<file path="src/rtl/fp_round_pkg.sv">
package fp_round_pkg;
  localparam int MAN_W  = 24;
  localparam int FRAC_W = MAN_W - 1;
  localparam int EXPF_W = 8;
  localparam int BIAS   = 127;
  localparam int EMAX_B = 254;

  typedef enum logic [1:0] {
    RM_NEAR = 2'b00,
    RM_ZERO = 2'b01,
    RM_DOWN = 2'b10,
    RM_UP   = 2'b11
  } rmode_e;
endpackage

</file>
<file path="src/rtl/fp_denorm_align.sv">
module fp_denorm_align
  import fp_round_pkg::*;
#(
  parameter int BW = 12
) (
  input  logic signed [BW-1:0] be_i,
  input  logic [MAN_W-1:0]     sig_i,
  input  logic [2:0]           grs_i,
  output logic [MAN_W-1:0]     mant_o,
  output logic                 guard_o,
  output logic                 sticky_o
);
  localparam int EXT_W = MAN_W + 3;
  localparam int SH_W  = $clog2(EXT_W + 1);

  logic signed [BW-1:0] diff;
  logic [SH_W-1:0]      sh;
  logic [EXT_W-1:0]     ext, shifted, lost_mask;

  always_comb begin
    diff = $signed(BW'(1)) - be_i;
    if (be_i > $signed(BW'(0)))              sh = '0;
    else if (diff > $signed(BW'(EXT_W)))     sh = SH_W'(EXT_W);
    else                                     sh = diff[SH_W-1:0];
    ext       = {sig_i, grs_i};
    shifted   = ext >> sh;
    lost_mask = ~({EXT_W{1'b1}} << sh);
    mant_o    = shifted[EXT_W-1:3];
    guard_o   = shifted[2];
    sticky_o  = (|shifted[1:0]) | (|(ext & lost_mask));
  end
endmodule

</file>
<file path="src/rtl/fp_round_decide.sv">
module fp_round_decide
  import fp_round_pkg::*;
(
  input  rmode_e mode_i,
  input  logic   sign_i,
  input  logic   lsb_i,
  input  logic   guard_i,
  input  logic   sticky_i,
  output logic   inc_o
);
  always_comb begin
    unique case (mode_i)
      RM_NEAR: inc_o = guard_i & (sticky_i | lsb_i);
      RM_ZERO: inc_o = 1'b0;
      RM_DOWN: inc_o = sign_i & (guard_i | sticky_i);
      RM_UP:   inc_o = ~sign_i & (guard_i | sticky_i);
      default: inc_o = 1'b0;
    endcase
  end
endmodule

</file>
<file path="src/rtl/fp_round_pack.sv">
module fp_round_pack
  import fp_round_pkg::*;
#(
  parameter int BW = 12
) (
  input  logic                 sign_i,
  input  rmode_e               mode_i,
  input  logic signed [BW-1:0] be_i,
  input  logic                 is_den_i,
  input  logic [MAN_W:0]       rounded_i,
  output logic [31:0]          word_o,
  output logic                 ovf_o
);
  logic signed [BW-1:0] be_f;
  logic                 to_inf;

  always_comb begin
    if (is_den_i) be_f = $signed({{(BW-1){1'b0}}, rounded_i[MAN_W-1]});
    else          be_f = be_i + $signed({{(BW-1){1'b0}}, rounded_i[MAN_W]});
    ovf_o  = be_f > $signed(BW'(EMAX_B));
    to_inf = (mode_i == RM_NEAR) || (mode_i == RM_DOWN && sign_i) ||
             (mode_i == RM_UP && !sign_i);
    if (!ovf_o)      word_o = {sign_i, be_f[EXPF_W-1:0], rounded_i[FRAC_W-1:0]};
    else if (to_inf) word_o = {sign_i, {EXPF_W{1'b1}}, {FRAC_W{1'b0}}};
    else             word_o = {sign_i, EXPF_W'(EMAX_B), {FRAC_W{1'b1}}};
  end
endmodule

</file>
<file path="src/rtl/fp_round_unit.sv">
module fp_round_unit
  import fp_round_pkg::*;
#(
  parameter int EXP_W = 10
) (
  input  logic                    clk_i,
  input  logic                    rst_ni,
  input  logic                    valid_i,
  input  logic                    sign_i,
  input  logic signed [EXP_W-1:0] exp_i,
  input  logic [MAN_W-1:0]        sig_i,
  input  logic [2:0]              grs_i,
  input  logic [1:0]              mode_i,
  output logic                    valid_o,
  output logic [31:0]             result_o,
  output logic                    overflow_o,
  output logic                    underflow_o,
  output logic                    inexact_o
);
  localparam int BW = EXP_W + 2;

  rmode_e               mode;
  logic signed [BW-1:0] be;
  logic                 is_den, is_zero;
  logic [MAN_W-1:0]     mant;
  logic                 guard, sticky, inc, inc_wide, tiny, ovf, lossy;
  logic [MAN_W:0]       rounded;
  logic [31:0]          word, word_c;
  logic                 ovf_c, uf_c, inx_c;

  assign mode    = rmode_e'(mode_i);
  assign be      = BW'(exp_i) + $signed(BW'(BIAS));
  assign is_den  = be < $signed(BW'(1));
  assign is_zero = (sig_i == '0);

  fp_denorm_align #(.BW(BW)) u_align (
    .be_i(be), .sig_i(sig_i), .grs_i(grs_i),
    .mant_o(mant), .guard_o(guard), .sticky_o(sticky)
  );

  fp_round_decide u_dec (
    .mode_i(mode), .sign_i(sign_i), .lsb_i(mant[0]),
    .guard_i(guard), .sticky_i(sticky), .inc_o(inc)
  );

  // 24-bit rounding at unbounded exponent, used only for tininess
  fp_round_decide u_dec_wide (
    .mode_i(mode), .sign_i(sign_i), .lsb_i(sig_i[0]),
    .guard_i(grs_i[2]), .sticky_i(|grs_i[1:0]), .inc_o(inc_wide)
  );

  assign rounded = {1'b0, mant} + {{MAN_W{1'b0}}, inc};
  assign lossy   = guard | sticky;
  assign tiny    = is_den && !(be == '0 && (&sig_i) && inc_wide);

  fp_round_pack #(.BW(BW)) u_pack (
    .sign_i(sign_i), .mode_i(mode), .be_i(be), .is_den_i(is_den),
    .rounded_i(rounded), .word_o(word), .ovf_o(ovf)
  );

  always_comb begin
    if (is_zero) begin
      word_c = {sign_i, 31'b0};
      ovf_c  = 1'b0;
      uf_c   = 1'b0;
      inx_c  = 1'b0;
    end else begin
      word_c = word;
      ovf_c  = ovf;
      uf_c   = tiny & lossy;
      inx_c  = lossy | ovf;
    end
  end

  always_ff @(posedge clk_i or negedge rst_ni) begin
    if (!rst_ni) begin
      valid_o     <= 1'b0;
      result_o    <= '0;
      overflow_o  <= 1'b0;
      underflow_o <= 1'b0;
      inexact_o   <= 1'b0;
    end else begin
      valid_o <= valid_i;
      if (valid_i) begin
        result_o    <= word_c;
        overflow_o  <= ovf_c;
        underflow_o <= uf_c;
        inexact_o   <= inx_c;
      end
    end
  end

  p_valid_r10: assert property (@(posedge clk_i) disable iff (!rst_ni)
    valid_i |=> valid_o);
  p_idle_r10: assert property (@(posedge clk_i) disable iff (!rst_ni)
    !valid_i |=> !valid_o);
  p_ovf_inexact_r7: assert property (@(posedge clk_i) disable iff (!rst_ni)
    (valid_o && overflow_o) |-> inexact_o);
  p_uf_tiny_r8: assert property (@(posedge clk_i) disable iff (!rst_ni)
    (valid_o && underflow_o) |-> (inexact_o && !overflow_o && result_o[30:24] == 7'd0));
  p_ovf_word_r6: assert property (@(posedge clk_i) disable iff (!rst_ni)
    (valid_o && overflow_o) |-> (result_o[30:24] == 7'h7F &&
      (result_o[23] ? result_o[22:0] == 23'd0 : (&result_o[22:0]))));
  p_no_nan_r3: assert property (@(posedge clk_i) disable iff (!rst_ni)
    valid_o |-> !(result_o[30:23] == 8'hFF && result_o[22:0] != 23'd0));
  p_zero_r9: assert property (@(posedge clk_i) disable iff (!rst_ni)
    (valid_o && $past(sig_i == '0)) |->
      (result_o[30:0] == 31'd0 && !overflow_o && !underflow_o && !inexact_o));
endmodule

</file>
<file path="config.mk">
export PLATFORM = sky130hd
export DESIGN_NAME = fp_round_unit
export DESIGN_NICKNAME = d
export VERILOG_FILES = /design/src/rtl/fp_round_pkg.sv /design/src/rtl/fp_denorm_align.sv /design/src/rtl/fp_round_decide.sv /design/src/rtl/fp_round_pack.sv /design/src/rtl/fp_round_unit.sv
export SDC_FILE = /design/constraint.sdc
export NUM_CORES = 1
export LEC_CHECK = 0
export ABC_AREA = 1
export CAP_MARGIN = 20
export CORE_UTILIZATION = 40
export DETAILED_ROUTE_END_ITERATION = 10
export PLACE_DENSITY = 0.73
export SKIP_CTS_REPAIR_TIMING = 1
export SYNTH_ARGS = -nofsm -noshare
export SYNTH_HDL_FRONTEND = slang
export SYNTH_SLANG_ARGS = --single-unit
</file>
<file path="constraint.sdc">
create_clock -name clk_i -period 0.8 [get_ports clk_i]
set_clock_uncertainty 0.1 [all_clocks]
set_input_delay 0.12 -clock clk_i [delete_from_list [all_inputs] [get_ports clk_i]]
set_output_delay 0.12 -clock clk_i [all_outputs]
set_load 0.01 [all_outputs]
</file>
==> qor.json, run 1 <==
{
  "critPathBufInv": {"value": 6},
  "endpoint_kind": {"value": "flop"},
  "grtUsageMet2": {"value": 54.2, "unit": "%"},
  "drv_slew": {"value": 0},
  "dieWidth": {"value": 113, "unit": "um"},
  "drive_above_1_share": {"value": 39.9, "unit": "%"},
  "power_switching_share": {"value": 42.1, "unit": "%"},
  "wl": {"value": 22300, "unit": "um"},
  "net_count_reported_at_finish": {"value": 1266},
  "synthesis.yosys.warnings": {"value": 0},
  "power_density": {"value": 1350, "unit": "nW/um^2"},
  "ir_drop": {"value": 0.733, "unit": "mV"},
  "final.min_clock_period": {"value": 6100, "unit": "ps"},
  "worstSetupPathType": {"value": "primary input to flop"},
  "p_switching": {"value": 4.94, "unit": "mW"},
  "globalRoute.busiestLayer": {"value": "met2"},
  "globalplace.congestion": {"value": 1.04},
  "synth_async_sr_flop_share": {"value": 100, "unit": "%"},
  "rsz0062_at_grt": {"value": "true"},
  "initial_cell_density_of_the_core": {"value": 41.2, "unit": "%"},
  "finalHoldViolations": {"value": 0},
  "fin_worst_hold_slack": {"value": 128, "unit": "ps"},
  "clkTransAtPathRegs": {"value": 60, "unit": "ps"},
  "cellLeakagePower": {"value": 4.50, "unit": "nW"},
  "failed_checks": {"value": "negative setup slack"},
  "route.detailed.drc": {"value": 0},
  "dp.final_hpwl": {"value": 16400, "unit": "um"},
  "slew-limit-headroom": {"value": 65.4, "unit": "%"},
  "floorplan.core_area": {"value": 12100, "unit": "um^2"},
  "tritoncts_num_sinks": {"value": 36},
  "critPathLaunchType": {"value": "primary input"},
  "post-route-worst-setup-slack": {"value": -5300, "unit": "ps"},
  "synthesis.nets": {"value": 925},
  "ios": {"value": 79},
  "synthesis.area": {"value": 4960, "unit": "um^2"},
  "cp_data_arrival_time": {"value": 6170, "unit": "ps"},
  "cap_violations": {"value": 0},
  "count_of_flip_flops_with_a_built_in_enable_after_synthesis": {"value": 0},
  "synth_sequential_area_ratio": {"value": 18.1, "unit": "%"},
  "drt.antenna.violating_nets": {"value": 0},
  "worstPathMaxFanout": {"value": 5},
  "grtUsageMet1": {"value": 41.5, "unit": "%"},
  "initial_antenna_violation_count": {"value": 0},
  "clockPowerShare": {"value": 16.6, "unit": "%"},
  "synthesis.instances": {"value": 873},
  "grt_pass1_wl": {"value": 33200, "unit": "um"},
  "antenna-diode-count": {"value": 0},
  "ys_ff_latch": {"value": 36},
  "drtIter0Drc": {"value": 691},
  "crit_family": {"value": "simple AND/OR/NAND/NOR gates"},
  "post-route-period-util": {"value": 762, "unit": "%"},
  "outcome": {"value": "complete, but fails checks"},
  "max_freq": {"value": 164, "unit": "MHz"},
  "required": {"value": 870, "unit": "ps"},
  "cts_root_buffer": {"value": "clkbuf_16"},
  "setup_viol": {"value": 71},
  "internal-power": {"value": 6.79, "unit": "mW"},
  "clockBufferDepth": {"value": 2},
  "global_route.usage.total": {"value": 32.3, "unit": "%"},
  "comb_power_share": {"value": 63.8, "unit": "%"},
  "global_route.overflow_total": {"value": 0},
  "dr_total_vias": {"value": 7509},
  "holdCritPathClass": {"value": "primary input to async pin"},
  "timing.critical_path.slowest_cell_delay": {"value": 270, "unit": "ps"},
  "firstDrtPassIters": {"value": 6},
  "final_core_utilization": {"value": 72.3, "unit": "%"},
  "clock_tree_from_tritoncts": {"value": "yes"},
  "num_rows": {"value": 40},
  "grt_start_max_net_pins": {"value": 30},
  "buffer_ports.inserted": {"value": 78},
  "via_per_inst": {"value": 5.43},
  "path_common_cell": {"value": "nand2_2"},
  "area_growth": {"value": 75.8, "unit": "%"},
  "cts_made_buffers": {"value": 5},
  "syn-mean-instance-area": {"value": 5.69, "unit": "um^2"},
  "vias_in_the_first_global_route": {"value": 6918},
  "cpMaxStageDelayCell": {"value": "xnor2_4"},
  "yosysUniqueCellTypes": {"value": 48},
  "finish.instance_area": {"value": 8720, "unit": "um^2"},
  "cts_htree_levels": {"value": 2},
  "most_frequently_used_flop_master_after_synthesis": {"value": "dfrtp_1"},
  "die-height": {"value": 113, "unit": "um"},
  "clk-insertion-delay-late": {"value": 280, "unit": "ps"},
  "power.sequential.fraction": {"value": 19.6, "unit": "%"},
  "nFillCells": {"value": 966},
  "grtUsageMet3": {"value": 5.79, "unit": "%"},
  "worst_pin_slew": {"value": 512, "unit": "ps"},
  "floorplan.die_area": {"value": 12900, "unit": "um^2"},
  "dp_worst_setup_slack": {"value": -5890, "unit": "ps"},
  "wl_per_cell": {"value": 16.2, "unit": "um"},
  "place_area": {"value": 7900, "unit": "um^2"}
}
==> per-layer routing <==
metal,vias to the layer above,share of wire [%]
met1,3440,39
met4,0,4.1
li1,3589,-
met5,-,0
met2,403,48
met3,77,8.9
==> power groups by stage <==
| stage | Combinational [mW] | Clock [mW] | Sequential [mW] |
|---|---|---|---|
| 2_1_floorplan | 2.94 | 0 | 2.45 |
| 3_3_place_gp | 6.74 | 0 | 2.32 |
| 3_5_place_dp | 6.78 | 0 | 2.33 |
| 4_1_cts | 6.82 | 1.96 | 2.30 |
| 5_1_grt | 8.06 | 2.04 | 2.32 |
| 6_report | 7.49 | 1.95 | 2.30 |
==> flip-flops by register name (all words and copies together) (netlist names) <==
| name | flops |
|---|---|
| overflow_o | 1 |
| result_o | 32 |
| inexact_o | 1 |
| valid_o | 1 |
| underflow_o | 1 |
==> kinds of logic after synthesis <==
| family | Yosys count | share of synthesized area, % |
|---|---|---|
| buf+inv | 119 | 10.5 |
| flops | 36 | 18.1 |
| mux | 1 | 0.202 |
| xor+xnor | 19 | 3.50 |
| fa+ha+maj | 9 | 2.27 |
| simple gates | 597 | 54.5 |
| compound gates | 92 | 10.9 |
==> cells in the final DEF, fill, tap and decap left out, types with 10 or more instances in the layout <==
cell	n
nand2_2	40
nand2_1	254
buf_4	265
nand4_1	19
nand3_2	25
nand2_4	10
inv_2	10
dfrtp_1	36
clkdlybuf4s50_1	33
inv_1	70
buf_6	10
nor2_4	13
nand3_1	141
xor2_1	16
a21oi_1	11
clkbuf_2	33
o21ai_1	22
o21ai_0	23
nor2_2	10
nor2_1	56
==> layout make-up <==
class	count	area, um^2	share of cell area [%]
Tap cell	168	210	2.41
Clock inverter	3	18.8	0.215
Multi-Input combinational cell	719	4130	47.4
Inverter	88	357	4.09
Clock buffer	5	125	1.43
Sequential cell	36	901	10.3
Timing Repair Buffer	364	2980	34.2
==> synth_stat cells, types with 12 or more instances <==
master	n	area (um^2)
a21oi_1	14	70.1
dfrtp_1	36	901
inv_1	75	282
nand2_1	291	1090
nand2_2	14	87.6
nand3_1	165	826
nand4_1	19	119
nor2_1	64	240
o21ai_0	38	190
o21ai_1	12	60.1
xor2_1	17	149
==> metrics by stage <==
| stage | total power [mW] | TNS (ps) | instances |
|---|---|---|---|
| floorplan | 5.39 | -155280 | 873 |
| global placement | 9.06 | -200270 | 1343 |
| detailed placement | 9.11 | -206620 | 1343 |
| CTS | 11.1 | -210190 | 1351 |
| global route | 12.4 | -194240 | 1383 |
| finish | 11.7 | -181900 | 1383 |
==> worst paths after layout <==
check,from,slack (ps),end,cells after the start
min,rst_ni,130,result_o[15],2
min in group clk_i,valid_i,290,result_o[31],4
min reg2reg,overflow_o,380,overflow_o,2
max in group asynchronous,rst_ni,310,result_o[30],2
max reg2reg,result_o[15],-160,result_o[15],4
max,exp_i[0],-5300,result_o[3],50
(Power assumes the default switching activity.)
==> run 2: changes to the inputs <==
Settings changed: GPL_TIMING_DRIVEN set to 1.
==> results of run 2 <==
Same layout as run 1: the final DEF is identical, and so are final timing and power.
